--- config.mk ---
export PLATFORM = sky130hd
export DESIGN_NAME = dual_adc_capture
export DESIGN_NICKNAME = d
export VERILOG_FILES = /design/src/rtl/adc_cap_pkg.sv /design/src/rtl/adc_sck_gen.sv /design/src/rtl/adc_frame_seq.sv /design/src/rtl/adc_word_capture.sv /design/src/rtl/dual_adc_capture.sv
export SDC_FILE = /design/constraint.sdc
export NUM_CORES = 1
export LEC_CHECK = 0
export BUFFER_PORTS_ARGS = -buffer_cell sky130_fd_sc_hd__buf_2
export CORE_AREA = 2 2 80 82
export DETAILED_ROUTE_END_ITERATION = 8
export DIE_AREA = 0 0 82 84
export PLACE_DENSITY_LB_ADDON = 0.1
export SETUP_SLACK_MARGIN = 0.5
export SLEW_MARGIN = 20
export SYNTH_ARGS = -nofsm -noshare
export SYNTH_HDL_FRONTEND = slang
export SYNTH_SLANG_ARGS = --single-unit
--- constraint.sdc ---
create_clock -name clk -period 7 [get_ports clk]
set_input_delay 2.1 -clock clk [delete_from_list [all_inputs] [get_ports clk]]
set_output_delay 2.1 -clock clk [all_outputs]
set_load 0.1 [all_outputs]
--- src/rtl/adc_cap_pkg.sv ---
package adc_cap_pkg;

  localparam int WORD_W     = 14;
  localparam int GAP_W      = 2;
  localparam int FRAME_CLKS = 3 * GAP_W + 2 * WORD_W;
  localparam int CNT_W      = $clog2(FRAME_CLKS + 1);

  typedef logic [CNT_W-1:0]  bitcnt_t;
  typedef logic [WORD_W-1:0] sample_t;

  // rising-edge indices after the strobe (slot order is behaviour)
  localparam bitcnt_t A_FIRST   = bitcnt_t'(GAP_W);
  localparam bitcnt_t A_LAST    = bitcnt_t'(GAP_W + WORD_W - 1);
  localparam bitcnt_t B_FIRST   = bitcnt_t'(2 * GAP_W + WORD_W);
  localparam bitcnt_t B_LAST    = bitcnt_t'(2 * GAP_W + 2 * WORD_W - 1);
  localparam bitcnt_t EDGES_ALL = bitcnt_t'(FRAME_CLKS);

  typedef enum logic [1:0] {
    SEQ_IDLE,
    SEQ_CONV,
    SEQ_SHIFT
  } seq_state_e;

endpackage

--- src/rtl/adc_sck_gen.sv ---
module adc_sck_gen #(
  parameter int DIV_W = 8
) (
  input  logic             clk,
  input  logic             rst_n,
  input  logic             run_i,
  input  logic [DIV_W-1:0] half_i,
  output logic             sck_o,
  output logic             rise_tk_o,
  output logic             fall_tk_o
);

  logic [DIV_W-1:0] cnt_q, cnt_d;
  logic             sck_q, sck_d;
  logic             wrap;

  assign wrap = run_i && (cnt_q == half_i);

  always_comb begin
    cnt_d = cnt_q;
    sck_d = sck_q;
    if (!run_i) begin
      cnt_d = '0;
      sck_d = 1'b0;
    end else if (wrap) begin
      cnt_d = '0;
      sck_d = ~sck_q;
    end else begin
      cnt_d = cnt_q + 1'b1;
    end
  end

  always_ff @(posedge clk or negedge rst_n) begin
    if (!rst_n) begin
      cnt_q <= '0;
      sck_q <= 1'b0;
    end else begin
      cnt_q <= cnt_d;
      sck_q <= sck_d;
    end
  end

  assign sck_o     = sck_q;
  assign rise_tk_o = wrap && !sck_q;
  assign fall_tk_o = wrap && sck_q;

  // half-period counter never runs past the latched limit
  p_cnt_in_range_r7: assert property (@(posedge clk) disable iff (!rst_n)
    run_i |-> (cnt_q <= half_i));

  // a stopped generator leaves the clock low
  p_sck_quiet_r3: assert property (@(posedge clk) disable iff (!rst_n)
    !run_i |=> !sck_q);

endmodule

--- src/rtl/adc_frame_seq.sv ---
module adc_frame_seq
  import adc_cap_pkg::*;
#(
  parameter int DIV_W   = 8,
  parameter int DIV_MIN = 1
) (
  input  logic             clk,
  input  logic             rst_n,
  input  logic             start_i,
  input  logic             run_en_i,
  input  logic [DIV_W-1:0] div_i,
  input  logic             rise_tk_i,
  input  logic             fall_tk_i,
  output logic             shift_o,
  output bitcnt_t          bitcnt_o,
  output logic [DIV_W-1:0] half_o,
  output logic             conv_o,
  output logic             busy_o,
  output logic             frame_end_o
);

  localparam logic [DIV_W-1:0] DIV_FLOOR = DIV_W'(DIV_MIN);

  seq_state_e       state_q, state_d;
  bitcnt_t          bitcnt_q, bitcnt_d;
  logic [DIV_W-1:0] half_q, half_d;
  logic [DIV_W-1:0] div_eff;
  logic             launch;
  logic             frame_end;

  assign div_eff   = (div_i < DIV_FLOOR) ? DIV_FLOOR : div_i;
  assign launch    = (state_q == SEQ_IDLE) && (start_i || run_en_i);
  assign frame_end = (state_q == SEQ_SHIFT) && fall_tk_i && (bitcnt_q == EDGES_ALL);

  always_comb begin
    state_d  = state_q;
    bitcnt_d = bitcnt_q;
    half_d   = half_q;
    unique case (state_q)
      SEQ_IDLE: begin
        if (launch) begin
          state_d  = SEQ_CONV;
          bitcnt_d = '0;
          half_d   = div_eff;
        end
      end
      SEQ_CONV: begin
        if (fall_tk_i) state_d = SEQ_SHIFT;
      end
      SEQ_SHIFT: begin
        if (rise_tk_i) bitcnt_d = bitcnt_q + 1'b1;
        if (frame_end) state_d = SEQ_IDLE;
      end
      default: state_d = SEQ_IDLE;
    endcase
  end

  always_ff @(posedge clk or negedge rst_n) begin
    if (!rst_n) begin
      state_q  <= SEQ_IDLE;
      bitcnt_q <= '0;
      half_q   <= '0;
    end else begin
      state_q  <= state_d;
      bitcnt_q <= bitcnt_d;
      half_q   <= half_d;
    end
  end

  assign shift_o     = (state_q == SEQ_SHIFT);
  assign conv_o      = (state_q == SEQ_CONV);
  assign busy_o      = (state_q != SEQ_IDLE);
  assign bitcnt_o    = bitcnt_q;
  assign half_o      = half_q;
  assign frame_end_o = frame_end;

  // no more than the frame's edge count is ever issued
  p_bitcnt_bound_r3: assert property (@(posedge clk) disable iff (!rst_n)
    bitcnt_q <= EDGES_ALL);

  // divider setting is frozen for the whole frame
  p_half_frozen_r7: assert property (@(posedge clk) disable iff (!rst_n)
    (busy_o && $past(busy_o)) |-> $stable(half_q));

endmodule

--- src/rtl/adc_word_capture.sv ---
module adc_word_capture
  import adc_cap_pkg::*;
(
  input  logic    clk,
  input  logic    rst_n,
  input  logic    shift_i,
  input  logic    rise_tk_i,
  input  bitcnt_t bitcnt_i,
  input  logic    miso_i,
  input  logic    frame_end_i,
  output sample_t samp_a_o,
  output sample_t samp_b_o,
  output logic    valid_o
);

  sample_t           sh_a_q, sh_a_d;
  logic [WORD_W-2:0] sh_b_q, sh_b_d;
  sample_t           out_a_q, out_a_d;
  sample_t           out_b_q, out_b_d;
  logic              valid_q, valid_d;
  logic              primed_q, primed_d;
  logic              edge_ok, take_a, take_b, last_b, publish;

  assign edge_ok = shift_i && rise_tk_i;
  assign take_a  = edge_ok && (bitcnt_i >= A_FIRST) && (bitcnt_i <= A_LAST);
  assign take_b  = edge_ok && (bitcnt_i >= B_FIRST) && (bitcnt_i <  B_LAST);
  assign last_b  = edge_ok && (bitcnt_i == B_LAST);
  assign publish = last_b && primed_q;

  always_comb begin
    sh_a_d   = take_a ? {sh_a_q[WORD_W-2:0], miso_i} : sh_a_q;
    sh_b_d   = take_b ? {sh_b_q[WORD_W-3:0], miso_i} : sh_b_q;
    out_a_d  = publish ? sh_a_q : out_a_q;
    out_b_d  = publish ? {sh_b_q, miso_i} : out_b_q;
    valid_d  = publish;
    primed_d = primed_q | frame_end_i;
  end

  always_ff @(posedge clk or negedge rst_n) begin
    if (!rst_n) begin
      sh_a_q   <= '0;
      sh_b_q   <= '0;
      out_a_q  <= '0;
      out_b_q  <= '0;
      valid_q  <= 1'b0;
      primed_q <= 1'b0;
    end else begin
      sh_a_q   <= sh_a_d;
      sh_b_q   <= sh_b_d;
      out_a_q  <= out_a_d;
      out_b_q  <= out_b_d;
      valid_q  <= valid_d;
      primed_q <= primed_d;
    end
  end

  assign samp_a_o = out_a_q;
  assign samp_b_o = out_b_q;
  assign valid_o  = valid_q;

  // valid is a single-cycle pulse
  p_valid_single_r6: assert property (@(posedge clk) disable iff (!rst_n)
    valid_q |=> !valid_q);

  // outputs hold between valid pulses
  p_outputs_hold_r6: assert property (@(posedge clk) disable iff (!rst_n)
    !valid_q |-> ($stable(out_a_q) && $stable(out_b_q)));

  // nothing is presented before a full frame has completed
  p_primed_first_r5: assert property (@(posedge clk) disable iff (!rst_n)
    valid_q |-> primed_q);

endmodule

--- src/rtl/dual_adc_capture.sv ---
module dual_adc_capture
  import adc_cap_pkg::*;
#(
  parameter int DIV_W   = 8,
  parameter int DIV_MIN = 1
) (
  input  logic              clk,
  input  logic              rst_n,
  input  logic              start_i,
  input  logic              run_en_i,
  input  logic [DIV_W-1:0]  div_i,
  input  logic              miso_i,
  output logic              conv_o,
  output logic              sck_o,
  output logic              busy_o,
  output logic [WORD_W-1:0] samp_a_o,
  output logic [WORD_W-1:0] samp_b_o,
  output logic              samp_valid_o
);

  logic             rst_meta_q, rst_core_q;
  logic             rise_tk, fall_tk;
  logic             shift_on, frame_end;
  bitcnt_t          bitcnt;
  logic [DIV_W-1:0] half;
  logic             busy;

  // asynchronous assertion, synchronous release
  always_ff @(posedge clk or negedge rst_n) begin
    if (!rst_n) begin
      rst_meta_q <= 1'b0;
      rst_core_q <= 1'b0;
    end else begin
      rst_meta_q <= 1'b1;
      rst_core_q <= rst_meta_q;
    end
  end

  adc_frame_seq #(
    .DIV_W   (DIV_W),
    .DIV_MIN (DIV_MIN)
  ) seq_i (
    .clk         (clk),
    .rst_n       (rst_core_q),
    .start_i     (start_i),
    .run_en_i    (run_en_i),
    .div_i       (div_i),
    .rise_tk_i   (rise_tk),
    .fall_tk_i   (fall_tk),
    .shift_o     (shift_on),
    .bitcnt_o    (bitcnt),
    .half_o      (half),
    .conv_o      (conv_o),
    .busy_o      (busy),
    .frame_end_o (frame_end)
  );

  adc_sck_gen #(
    .DIV_W (DIV_W)
  ) sck_i (
    .clk       (clk),
    .rst_n     (rst_core_q),
    .run_i     (busy),
    .half_i    (half),
    .sck_o     (sck_o),
    .rise_tk_o (rise_tk),
    .fall_tk_o (fall_tk)
  );

  adc_word_capture cap_i (
    .clk         (clk),
    .rst_n       (rst_core_q),
    .shift_i     (shift_on),
    .rise_tk_i   (rise_tk),
    .bitcnt_i    (bitcnt),
    .miso_i      (miso_i),
    .frame_end_i (frame_end),
    .samp_a_o    (samp_a_o),
    .samp_b_o    (samp_b_o),
    .valid_o     (samp_valid_o)
  );

  assign busy_o = busy;

  // serial clock is parked low outside a frame
  p_idle_sck_low_r3: assert property (@(posedge clk) disable iff (!rst_core_q)
    !busy |-> !sck_o);

  // the strobe ends together with a serial clock fall
  p_conv_ends_low_r2: assert property (@(posedge clk) disable iff (!rst_core_q)
    $fell(conv_o) |-> !sck_o);

  // the strobe only occurs inside a busy frame
  p_conv_in_frame_r8: assert property (@(posedge clk) disable iff (!rst_core_q)
    conv_o |-> busy);

  // valid appears with the serial clock high, inside a frame
  p_valid_in_frame_r6: assert property (@(posedge clk) disable iff (!rst_core_q)
    samp_valid_o |-> (busy && sck_o && !conv_o));

endmodule

## After elaboration in Yosys (flattened, before gate mapping)

Cells that the tools add are included.

| cells by class | value |
|---|---|
| $add $sub $neg | 2 |
| magnitude comparators | 5 |
| equal/unequal tests | 10 |
| mux-type cells | 12 |
| bitwise gates (word level) | 2 |
| reduce and logical (&&, ||, !) cells | 21 |

Operators by type and width:

| cell | number |
|---|---|
| two-way mux 8 bit | 3 |
| logical AND 1 bit | 13 |
| two-way mux 6 bit | 2 |
| case mux 6 bit (2 select lines) | 1 |
| adder 8 x 1 -> 8 bit, second input constant | 1 |
| == test 8 bit | 1 |
| less-than comparator 8 x 1 -> 1 bit, second input constant | 1 |
| adder 6 x 1 -> 6 bit, second input constant | 1 |
| == test 6 x 5 -> 1 bit, second input constant | 1 |
| == test 6 bit, second input constant | 1 |
| greater-or-equal comparator 6 x 2 -> 1 bit, second input constant | 1 |
| greater-or-equal comparator 6 x 5 -> 1 bit, second input constant | 1 |
| less-or-equal comparator 6 x 4 -> 1 bit, second input constant | 1 |
| less-than comparator 6 x 5 -> 1 bit, second input constant | 1 |
| two-way mux 2 bit | 3 |
| != test 2 bit, second input constant | 3 |
| case mux 2 bit (3 select lines) | 1 |
| AND reduction 3 bit | 2 |
| != test 2 x 1 -> 1 bit, second input constant | 2 |
| nonzero test 2 bit | 2 |
| == test 2 x 1 -> 1 bit, second input constant | 1 |
| == test 2 bit, second input constant | 1 |
| zero test 2 bit | 1 |
| two-way mux 1 bit | 2 |
| other kinds (5) | 5 |

| storage, ports and cells | value |
|---|---|
| flip-flop bits (word level) | 84 |
| word-level logic and storage cells | 65 |

## Logic depth before layout (Yosys ltp)

| depth | value |
|---|---|
| word-level depth | 7 |
| depth in mapped cells | 7 |
| mapped depth without buffers | 6 |

## By module

A second synthesis with hierarchy kept.

| unflattened totals | value |
|---|---|
| cells, all modules | 245 |
| area, all modules | 3563.4 um^2 |

Modules (own cells, without submodules):

| module | times used | cells an instance | area each (um^2) | sequential area each (um^2) |
|---|---|---|---|---|
| adc_word_capture | 1 | 128 | 2184.6 | 1426.4 |
| adc_frame_seq | 1 | 65 | 832.0 | 400.4 |
| adc_sck_gen | 1 | 49 | 493.0 | 225.2 |
| dual_adc_capture | 1 | 3 | 53.8 | 50.0 |

## Worst setup path after synthesis

No wires, ideal clock.

| timing path | value |
|---|---|
| path type | reg-to-output |
| start point | register seq_i.state_q[1] |
| end point | output port conv_o |
| arrival | 1.171 ns |
| required time | 4.900 ns |
| setup slack | 3.729 ns |
| stages on the path, launching flop included | 2 |
| path buffers | 0 |
| cell sequence | dfrtp_1 > and2b_1 |

| between the ends | value |
|---|---|
| longest elaborated chain between the ends | 1 |

Ends and longest elaborated chain:

| what | RTL line | RTL |
|---|---|---|
| start: declaration | adc_frame_seq.sv:24 | `seq_state_e state_q, state_d;` |
| start signal: assignment | adc_frame_seq.sv:64 | `state_q <= state_d;` |
| == test 2 x 1 -> 1 bit | adc_frame_seq.sv:71 | `assign conv_o = (state_q == SEQ_CONV);` |
| end: declaration | dual_adc_capture.sv:13 | `output logic conv_o,` |

Every way passes these cells.

## Worst setup path after layout

Ends and elaborated chain as after synthesis.

==> impl_metrics.csv <==
group,metric,value,unit
synthesis,synth_warnings,0,
global_route,grtUsageMet2,0.271,
global_route,antenna_found_initial,0,
floorplanning,die_h,84,µm
pwr,internal_power,0.674,mW
placement,dp_slack,3870,ps
critical_path,crit_path_start_kind,"register",
drt,drt.antenna.violating_nets,0,
sta,slew_headroom,0.482,
pwr,ir_worst_vdd,0.129,mV
critical_path,crit_start,"seq_i.state_q[1]",
sta,fin_crit,3500,ps
clocking,clock_sinks,84,
sta,fmax,0.285,GHz
pwr,power_frac_comb,0.021,
floorplanning,initial_core_util,0.585,
cells_and_area,fillers,468,
sta,rsz0062_at_grt,"no",
cells_and_area,n_antenna_cell,0,
cells_and_area,multi_input_area,1400,µm²
pwr,switchingPower,0.182,mW
placement,io_buffer_count,44,
global_route,grt_pass1_wl,9.40,mm
drt,vias,2030,
clocking,clockBufferDepth,2,
cells_and_area,final_nets,320,
placement,hpwl,3.72,mm
synthesis,synth_cells,253,
sta,finalCritPeriodShare,0.500,
cells_and_area,drive_above_1_share,0.427,
clocking,clk_latency,350,ps
clocking,tritoncts,"yes",
synthesis,synth_edf_count,0,
global_route,grt_overflow_total,0,
critical_path,reg2reg_from,"sck_i.cnt_q[2]",
critical_path,crit_path_end_kind,"output pin",
drt,wl_per_cell,14.8,µm
clocking,hold_buffers,0,
critical_path,r2r_slack,4290,ps
global_route,use_met3,0.0465,
critical_path,critPathKind,"reg2out",
sta,slew_viol_final,0,
drt,routed_via_density,5.26,
cells_and_area,synthToLayoutAreaGrowth,14.7,%
floorplanning,fp-row-count,29,
synthesis,ys_seq_elements,84,
clocking,numCtsBuffers,9,
clocking,ctsResizeCount,0,
cells_and_area,regArea,2110,µm²
synthesis,avgSynthCellArea,14.1,µm²
synthesis,synth-seq-area-share,0.589,
floorplanning,design.core.area,6100,µm²
placement,dp.cells,369,
global_route,grt_max_degree,83,
floorplanning,die_width,82,µm
floorplanning,die-area,6890,µm²
pwr,leakage,2.00,nW
drt,drt_wl_total,5.71,mm
sta,fin_skew,10.2,ps
flow_run,max-cap-violations,0,
global_route,grt_pass1_vias,1963,
sta,hold_viol_final,0,
clocking,post-cts-setup-buffers,0,
global_route,top_usage_layer,"met2",
critical_path,worst-r2r-cell-count,5,
cells_and_area,final_common_cell,"dfrtp_1",
synthesis,syn_nets,269,
critical_path,critPathRequiredTime,4900,ps
drt,drtPass1Iterations,3,
critical_path,arrival,1400,ps
floorplanning,io_pins,45,
synthesis,syn_area,3570,µm²
pwr,p_per_area,209,nW/µm²
pwr,seqPwrFrac,0.582,
pwr,p_clk_frac,0.397,
synthesis,ys_async_sr_fraction,1.00,
placement,routabilityCongestion,0.769,
synthesis,ys_types,37,
clocking,clk_pin_slew,80,ps
pwr,fin_total_pwr,0.856,mW
critical_path,worstPathMaxFanout,4,
synthesis,synth-main-ff-cell,"dfrtp_1",
drt,initialDrtViolationCount,77,
sta,tightest_slew,774,ps
clocking,htree_levels,3,
sta,worst_slack,3500,ps
run_status,status,"finished, final reports clean",
sta,timing.setup.tns,0,ps
cells_and_area,fin_cells,386,
sta,finalSetupViolCount,0,
pwr,sw_frac_of_total,0.212,
drt,drc,0,
global_route,grt_use_met1,0.252,
sta,timing.hold.ws,228,ps
clocking,cts_root_buffer,"clkbuf_8",
global_route,track_usage,0.183,
cells_and_area,final_cell_mix,"dfrtp_1, buf_2, mux2_2, mux2_4, nor2_1",
critical_path,r2r-end,"cap_i.samp_a_o[3]",
hold_path,hp-class,"reg2async",
## worst max-delay path: stages, from the launching register on
cell,delay (ps)
dfrtp_1,390
and2b_1,230
buf_2,430
## worst max-delay path by stage
stage | end | slack (ps) | cells after the start
global placement | conv_o | 3880 | 2
CTS | conv_o | 3480 | 2
global route | conv_o | 3420 | 2
detailed placement | conv_o | 3870 | 2
finish | conv_o | 3500 | 2
floorplan | conv_o | 3730 | 1
## synthesized netlist by cell type, drive strengths merged (2+ instances only)
cell type	n	area, µm²
or2	2	12.5
inv	5	18.8
xnor2	9	78.8
o21ai	5	25.0
ha	3	37.5
nand4	3	18.8
or3b	2	20.0
nand2	10	37.5
nor2	11	41.3
buf	4	32.5
nand2b	4	25.0
dfrtp	84	2100
and3	2	12.5
nand3	7	35.0
mux2	62	773
nor3	3	15.0
mux2i	6	60.1
o31ai	2	15.0
xor2	5	43.8
nor4	9	77.6
clkbuf	5	20.0
a21oi	2	10.0
## flip-flops by register name, summed over array words and instances, names as in the netlist
| register | count |
|---|---|
| cap_i.primed_q | 1 |
| cap_i.samp_a_o | 14 |
| cap_i.samp_b_o | 14 |
| cap_i.sh_a_q | 14 |
| cap_i.sh_b_q | 13 |
| cap_i.valid_o | 1 |
| rst_core_q | 1 |
| rst_meta_q | 1 |
| sck_i.cnt_q | 8 |
| sck_i.sck_o | 1 |
| seq_i.bitcnt_o | 6 |
| seq_i.half_o | 8 |
| seq_i.state_q | 2 |
## cells by family after synthesis
| kind of cell | after synthesis | synth area share |
|---|---|---|
| flip-flops | 84 | 0.589 |
| multiplexers | 68 | 0.234 |
| AND/OR/NAND/NOR | 59 | 0.0950 |
| XOR/XNOR | 14 | 0.0344 |
| buffers and inverters | 14 | 0.0200 |
| AO/OA/AOI/OAI | 10 | 0.0165 |
| adder cells (fa/ha/maj) | 3 | 0.0105 |
| other | 1 | 0.00105 |
## final cells by class
type,instances,area share
clock inverter,4,0.0119
timing repair buffer,49,0.0678
tap,77,0.0235
sequential,84,0.514
multi-input combinational,155,0.342
clock buffer,12,0.0355
inverter,5,0.00458
## routing by layer
| layer | vias up | wire length [µm] |
|---|---|---|
| met4 | 0 | 138 |
| met2 | 38 | 2650 |
| li1 | 991 | - |
| met3 | 11 | 192 |
| met5 | - | 0 |
| met1 | 990 | 2720 |
## per-stage QoR
step / instance area (µm²) / utilization
floorplan: 3570 / -
global placement: 3870 / 0.635
detailed placement: 3870 / 0.635
CTS: 4070 / 0.667
global route: 4090 / 0.672
finish: 4090 / 0.672
## power by group through the flow
stage	registers (mW)	logic [mW]	clock network, mW
CTS	0.505	0.0103	0.348
global placement	0.514	0.00990	0
global route	0.500	0.0209	0.373
floorplan	0.510	0.00573	0
finish	0.498	0.0180	0.340
detailed placement	0.515	0.0103	0
Note: power is estimated with default switching activity, not from simulation.
